File: src/rtl/rxq_pkg.sv
package rxq_pkg;
    // Source of the byte entering the queue in a cycle
    typedef enum logic [1:0] {
        SRC_NONE  = 2'd0,
        SRC_DATA  = 2'd1,
        SRC_BREAK = 2'd2
    } push_src_e;

    // A break outranks a deserializer byte in the same cycle
    function automatic push_src_e pick_src(input logic brk, input logic data);
        if (brk)       return SRC_BREAK;
        else if (data) return SRC_DATA;
        else           return SRC_NONE;
    endfunction
endpackage

File: src/rtl/rxq_store.sv
module rxq_store #(
    parameter int DEPTH = 4,
    parameter int DW    = 8,
    parameter int IW    = $clog2(DEPTH)
) (
    input  logic          clk,
    input  logic          rst_n,
    input  logic          pop,
    input  logic          wr_en,
    input  logic [IW-1:0] wr_idx,
    input  logic [DW-1:0] wr_data,
    output logic [DW-1:0] head
);
    logic [DW-1:0] ent_q [DEPTH];
    logic [DW-1:0] ent_d [DEPTH];

    // Each slot first takes its neighbour on a pop, then the write overrides
    for (genvar i = 0; i < DEPTH; i++) begin : g_slot
        logic [DW-1:0] shifted;
        if (i == DEPTH - 1) begin : g_last
            assign shifted = ent_q[i];
        end else begin : g_mid
            assign shifted = pop ? ent_q[i+1] : ent_q[i];
        end
        assign ent_d[i] = (wr_en && (wr_idx == IW'(i))) ? wr_data : shifted;
    end

    always_ff @(posedge clk or negedge rst_n) begin
        if (!rst_n) begin
            for (int k = 0; k < DEPTH; k++) ent_q[k] <= '0;
        end else begin
            for (int k = 0; k < DEPTH; k++) ent_q[k] <= ent_d[k];
        end
    end

    assign head = ent_q[0];

    // a pop moves the second entry to the head unless the head is rewritten
    a_r2_shift_order: assert property (@(posedge clk) disable iff (!rst_n)
        (pop && !(wr_en && wr_idx == '0)) |=> (head == $past(ent_q[1])));
endmodule

File: src/rtl/rxq_brkflag.sv
module rxq_brkflag (
    input  logic clk,
    input  logic rst_n,
    input  logic set_i,
    input  logic clr_i,
    output logic flag_o
);
    logic flag_d, flag_q;

    always_comb begin
        flag_d = flag_q;
        if (clr_i) flag_d = 1'b0;
        if (set_i) flag_d = 1'b1;
    end

    always_ff @(posedge clk or negedge rst_n) begin
        if (!rst_n) flag_q <= 1'b0;
        else        flag_q <= flag_d;
    end

    assign flag_o = flag_q;

    // a break is seen in the flag one cycle later
    a_r8_break_sets: assert property (@(posedge clk) disable iff (!rst_n)
        set_i |=> flag_o);
    // the flag holds until cleared
    a_r9_sticky: assert property (@(posedge clk) disable iff (!rst_n)
        (flag_o && !clr_i) |=> flag_o);
endmodule

File: src/rtl/rxq_hold.sv
module rxq_hold #(
    parameter int DEPTH = 4,
    parameter int DW    = 8
) (
    input  logic          clk,
    input  logic          rst_n,
    input  logic          rx_en,
    input  logic          push_vld,
    input  logic [DW-1:0] push_data,
    input  logic          break_evt,
    input  logic          rd_req,
    input  logic          flush,
    input  logic          brk_clr,
    output logic [DW-1:0] rd_data,
    output logic          rdy,
    output logic          full,
    output logic          brk_flag,
    output logic          can_accept
);
    import rxq_pkg::*;

    localparam int CW = $clog2(DEPTH + 1);
    localparam int IW = $clog2(DEPTH);
    localparam logic [CW-1:0] CNT_MAX = CW'(DEPTH);

    typedef struct packed {
        logic [CW-1:0] cnt;
        logic          rdy;
        logic          full;
    } ctl_t;

    ctl_t          ctl_d, ctl_q;
    push_src_e     src;
    logic          pop, wr_en, any_push;
    logic [IW-1:0] wr_idx;
    logic [DW-1:0] wr_data;
    logic [CW-1:0] after_pop;
    logic [DW-1:0] head;

    always_comb begin
        src       = pick_src(break_evt, push_vld);
        any_push  = (src != SRC_NONE);
        pop       = rd_req && (ctl_q.cnt != '0) && !flush;
        after_pop = ctl_q.cnt - CW'(pop);
        wr_en     = any_push && !flush;
        wr_data   = (src == SRC_DATA) ? push_data : '0;
        wr_idx    = (after_pop == CNT_MAX) ? IW'(DEPTH - 1) : after_pop[IW-1:0];

        ctl_d = ctl_q;
        if (flush) begin
            ctl_d.cnt = '0;
        end else if (wr_en) begin
            ctl_d.cnt = (after_pop == CNT_MAX) ? CNT_MAX : after_pop + CW'(1);
        end else begin
            ctl_d.cnt = after_pop;
        end
        ctl_d.rdy  = (ctl_d.cnt != '0);
        ctl_d.full = (ctl_d.cnt == CNT_MAX);
    end

    always_ff @(posedge clk or negedge rst_n) begin
        if (!rst_n) ctl_q <= '0;
        else        ctl_q <= ctl_d;
    end

    rxq_store #(.DEPTH(DEPTH), .DW(DW), .IW(IW)) u_store (
        .clk     (clk),
        .rst_n   (rst_n),
        .pop     (pop),
        .wr_en   (wr_en),
        .wr_idx  (wr_idx),
        .wr_data (wr_data),
        .head    (head)
    );

    rxq_brkflag u_brk (
        .clk    (clk),
        .rst_n  (rst_n),
        .set_i  (break_evt),
        .clr_i  (brk_clr),
        .flag_o (brk_flag)
    );

    assign rd_data    = (ctl_q.cnt != '0) ? head : '0;
    assign rdy        = ctl_q.rdy;
    assign full       = ctl_q.full;
    assign can_accept = rx_en && !ctl_q.full;

    a_r7_no_overflow: assert property (@(posedge clk) disable iff (!rst_n)
        ctl_q.cnt <= CNT_MAX);
    a_r7_full_stays: assert property (@(posedge clk) disable iff (!rst_n)
        (full && any_push && !rd_req && !flush) |=> (full && ctl_q.cnt == CNT_MAX));
    a_r4_read_clears_full: assert property (@(posedge clk) disable iff (!rst_n)
        (full && rd_req && !any_push && !flush) |=> !full);
    a_r5_push_sets_rdy: assert property (@(posedge clk) disable iff (!rst_n)
        (any_push && !flush) |=> rdy);
    a_r6_empty_read_no_change: assert property (@(posedge clk) disable iff (!rst_n)
        (rd_req && !rdy && !any_push && !flush) |=> ($stable(ctl_q.cnt) && !rdy));
    a_r10_flush_empties: assert property (@(posedge clk) disable iff (!rst_n)
        flush |=> (!rdy && !full && rd_data == '0));
    a_r6_empty_reads_zero: assert property (@(posedge clk) disable iff (!rst_n)
        !rdy |-> (rd_data == '0));
endmodule

File: config.mk
export PLATFORM = sky130hd
export DESIGN_NAME = rxq_hold
export DESIGN_NICKNAME = d
export VERILOG_FILES = /design/src/rtl/rxq_pkg.sv /design/src/rtl/rxq_store.sv /design/src/rtl/rxq_brkflag.sv /design/src/rtl/rxq_hold.sv
export SDC_FILE = /design/constraint.sdc
export NUM_CORES = 1
export LEC_CHECK = 0
export CAP_MARGIN = 30
export CORE_ASPECT_RATIO = 1.25
export CORE_MARGIN = 2
export CORE_UTILIZATION = 51
export CTS_BUF_LIST = sky130_fd_sc_hd__clkbuf_8
export DETAILED_ROUTE_END_ITERATION = 6
export GPL_TIMING_DRIVEN = 0
export PLACE_DENSITY = 0.78
export SLEW_MARGIN = 20
export SYNTH_ARGS = -nofsm -noshare
export SYNTH_HDL_FRONTEND = slang
export SYNTH_SLANG_ARGS = --single-unit
export TNS_END_PERCENT = 1
File: constraint.sdc
create_clock -name clk -period 3 [get_ports clk]
set_clock_uncertainty 0.05 [all_clocks]
set_input_delay 0.3 -clock clk [delete_from_list [all_inputs] [get_ports clk]]
set_output_delay 0.3 -clock clk [all_outputs]
set_load 0.02 [all_outputs]
; ---- After elaboration in Yosys (flattened, before gate mapping)
; Cells that the tools add are included.
[classes]
n_eq_ne = 6
n_addsub = 2
reduce_logical = 18
n_mux = 16
[op_table]
columns = op, count
row1 = $mux W8, 8
row2 = $reduce_bool A2 Y1, 5
row3 = $mux W3, 3
row4 = $logic_and A1 B1 Y1, 8
row5 = $eq A3 B3 Y1 const B, 2
row6 = $reduce_bool A3 Y1, 2
row7 = $eq A2 B1 Y1 const B, 2
row8 = $eq A2 B2 Y1 const B, 2
row9 = $mux W2, 2
row10 = $add A3 B1 Y3 const B, 1
row11 = $mux W1, 3
row12 = $sub A3 B1 Y3, 1
row13 = $logic_not A1 Y1, 2
row14 = $logic_not A2 Y1, 1
[totals]
in_bits = 16
ff_bits = 38
wordCells = 50

; ---- Logic depth before layout (Yosys ltp)
[logic_depth]
word_depth = 9
ltp_mapped = 11

; ---- By module
; Synthesis repeated with hierarchy kept, for this count alone.
[hier_totals]
hier_cells = 159
hier_area_um2 = 2060.7
[modules_own_cells]
columns = module, n_inst, area_each_um2, cells_each
row1 = rxq_store, 1, 1570.3, 104
row2 = rxq_hold, 1, 454.2, 52
row3 = rxq_brkflag, 1, 36.3, 3

; ---- Worst setup path after synthesis
; OpenSTA, ideal clock, no wires.
[synth_timing]
path_type = register -> register
from = register ctl_q[3] (netlist name)
to = register ctl_q, in the netlist rdy
setup_ns = 0.139
path_stages_with_launch = 12
arrival_ns = 2.706
n_path_buf = 2
slack_ns = 0.106
cell_sequence = dfrtp_1 > nor3_1 > nor3b_1 > buf_6 > buf_8 > ha_1 > ha_1 > inv_1 > ha_1 > nor2_1 > a211oi_1 > or4_1
[synth_rtl]
columns = item, line_no
row1 = start: declaration, rxq_hold.sv:32  ; ctl_t ctl_d, ctl_q;
row2 = start signal: assignment, rxq_hold.sv:63  ; else ctl_q <= ctl_d;

==> results.py <==
metrics = {
    "layout": {
        "drive_above_1_share": 0.161,
        "nNetsFinal": 220,
        "multiInputGateArea_um2": 932,
        "n_antenna_cell": 0,
        "n_fill_cell": 309,
        "area_delta_synth_final_pct": 25.1,
        "layout.area.seq_um2": 951,
        "final_util": 0.657,
    },
    "worst_setup_path": {
        "required_ns": 3.12,
        "worstSetupPathType": "in2reg",
        "worst_setup_path_start_kind": "input port",
        "critical_path_peak_fanout": 10,
        "cp-end-kind": "flip-flop",
        "cp.arrival_ns": 3.09,
    },
    "synth": {
        "syn-instance-count": 160,
        "yosys_warnings": 0,
        "synth_seq_cells": 38,
        "synth_top_area_cell": "dfrtp_1",
        "synth_area_leaders": "dfrtp_1 (49%), mux2i_1 (29%), ha_1 (3.8%)",
        "synth_edf_count": 0,
        "ys.flop_type": "dfrtp_1",
        "synth_nets": 182,
        "syn_avg_cell_area_um2": 12.2,
        "synth_most_common_cell": "mux2i_1",
        "synthDominantCellAreaShare": 0.486,
        "synth_area_mm2": 0.00196,
        "yosysSeqAreaShare": 0.486,
        "ys_types": 26,
        "async_reset_ff_frac": 1.00,
        "synthTopCellsByCount": "mux2i_1 (56), dfrtp_1 (38), inv_1 (13)",
    },
    "placed_design": {
        "gp_congestion": 0.848,
        "dp_slack_ns": -0.237,
        "numPortBuffers": 27,
        "dp_hpwl_mm": 2.81,
    },
    "timing": {
        "tns_ns": 0,
        "slew_headroom": 0.615,
        "finalMaxSlewViolations": 0,
        "worst_slack_ns": 0.0207,
        "tightest_slew_ns": 0.576,
        "finalCriticalPeriod_ns": 2.98,
        "setup_viol": 0,
        "max_freq_ghz": 0.336,
        "fin_crit_sh": 0.993,
        "rsz0062_at_grt": "true",
        "fin_hold_ws_ns": 0.361,
        "hold_viol_final": 0,
    },
    "status": {
        "outcome": "finished, final reports clean",
    },
    "detailed_routing": {
        "dr.pass1.iters": 4,
        "drt_first_iter_violations": 33,
        "routed_via_density": 5.49,
        "drcViolationCount": 0,
        "vias": 1312,
        "drt_wl_total_mm": 4.06,
        "wire_per_inst_um": 17.0,
        "postRouteAntennaNets": 0,
    },
    "grt": {
        "grt-busiest-layer": "met2",
        "overflow": 0,
        "grt_usage": 0.208,
        "grt_pass1_wl_mm": 6.49,
        "grtUsageMet3": 0.0479,
        "antenna_found_initial": 0,
        "grt_max_degree": 29,
        "grt_pass1_vias": 1407,
        "use_met1": 0.240,
        "use_met2": 0.364,
    },
    "worst_hold_path": {
        "hold_class": "in2async",
    },
    "die": {
        "die_w_um": 59.4,
        "die_area_mm2": 0.00435,
        "initial_utilization": 0.525,
        "core_area_mm2": 0.00372,
        "fp-row-count": 25,
        "dieHeight_um": 73.2,
        "io_pins": 28,
    },
    "clock_tree": {
        "path_clk_slew_ns": 0.07,
        "cts_inserted_buffers": 5,
        "htreeDepth": 2,
        "tritoncts": "built",
        "clk_path_buf_depth": 2,
        "clock_sinks": 38,
        "clock_latency_ns": 0.29,
        "cts_root_buffer": "clkbuf_8",
    },
    "job": {
        "drv_cap": 0,
    },
    "power": {
        "powerDensity_mw_per_mm2": 858,
        "cellLeakagePower_uw": 0.00117,
        "irDropWorstVdd_mv": 0.531,
    },
}
[through the flow]
step           instances  total power, uW  cell area (um2)
3_3_place_gp         227             1630             2280
4_1_cts              238             2060             2410
2_1_floorplan        160             1390             1960
5_1_grt              239             2240             2450
6_report             239             2100             2450
3_5_place_dp         229             1690             2300
[cell type report]
type | count | area share
Sequential cell | 38 | 0.389
Multi-Input combinational cell | 104 | 0.381
Timing Repair Buffer | 31 | 0.131
Clock buffer | 6 | 0.0337
Buffer | 5 | 0.0204
Tap cell | 40 | 0.0204
Inverter | 13 | 0.0199
Clock inverter | 2 | 0.00511
[power by group]
part           leakage [uW]  switching [uW]  internal, uW  total (uW)
Sequential         0.000503            95.1           683         778
Combinational      0.000615             493           463         956
Clock             0.0000472             182           185         367
Total               0.00117             770          1330        2100
[path summary, 6_finish.rpt]
kind	slack, ns	start	cells past startpoint	endpoint
max in group asynchronous	2.11	rst_n	3	u_brk.flag_o$_DFFE_PN0P_
worst min register to register	0.47	u_store.g_slot[3].shifted[5]$_DFFE_PN0P_	2	u_store.g_slot[3].shifted[5]$_DFFE_PN0P_
worst max register to register	0.04	ctl_q[3]$_DFF_PN0_	11	rdy$_DFF_PN0_
worst max-delay path	0.02	flush	11	rdy$_DFF_PN0_
min in group clk	0.47	u_store.g_slot[3].shifted[5]$_DFFE_PN0P_	2	u_store.g_slot[3].shifted[5]$_DFFE_PN0P_
worst min-delay path	0.36	rst_n	2	u_store.head[7]$_DFFE_PN0P_
[cells in the final DEF, fill, tap and decap left out, types with 2 or more instances in the layout]
cell type        synthesis  final
mux2i_1                 56     56
dfrtp_1                 38     38
clkdlybuf4s50_1          0     26
inv_1                   13     13
nand2_1                 11     11
and2b_2                  8      8
ha_1                     6      6
clkbuf_8                 0      6
nor2_1                   3      3
buf_2                    1      3
nor3_4                   1      2
nor3b_2                  0      2
buf_8                    2      2
or2_2                    2      2
nor2b_1                  2      2
buf_12                   0      2
[cells by family (layout without fill, tap and decap cells)]
| group | after synthesis | count (layout) | share of synthesized area |
|---|---|---|---|
| simple gates | 36 | 36 | 0.116 |
| mux | 56 | 56 | 0.287 |
| flops | 38 | 38 | 0.486 |
| fa+ha+maj | 6 | 6 | 0.0384 |
| compound gates | 5 | 5 | 0.0179 |
| xor+xnor | 1 | 1 | 0.00448 |
| buf+inv | 18 | 57 | 0.0505 |
[worst max-delay path: stages]
cell and delay [ns]:
clkdlybuf4s50_1 0.57, nor3b_2 0.30, buf_6 0.19, buf_8 0.17, ha_1 0.17, ha_1 0.29
inv_1 0.13, ha_1 0.24, nor2_1 0.10, a211oi_1 0.08, or4_1 0.53
[state kept, by name, summed over array words and instances (netlist names)]
| register | count |
|---|---|
| u_store.ent_q | 16 |
| u_store.g_slot.shifted | 8 |
| u_store.head | 8 |
| ctl_q | 3 |
| full | 1 |
| rdy | 1 |
| u_brk.flag_o | 1 |
[layer usage]
metal	routed length, um	vias to the layer above
met3	144	9
met5	0	-
met2	2150	33
met1	1680	647
li1	-	623
met4	85	0
[what timing repair did]
action,CTS,global route
setup buffers,0,1
endpoints found under the setup margin,11,11
hold buffers,1,0
pin swaps,0,1
resized for setup,1,4
hold endpoints to repair,10,0
No activity file was read; power rests on OpenSTA's default activity.
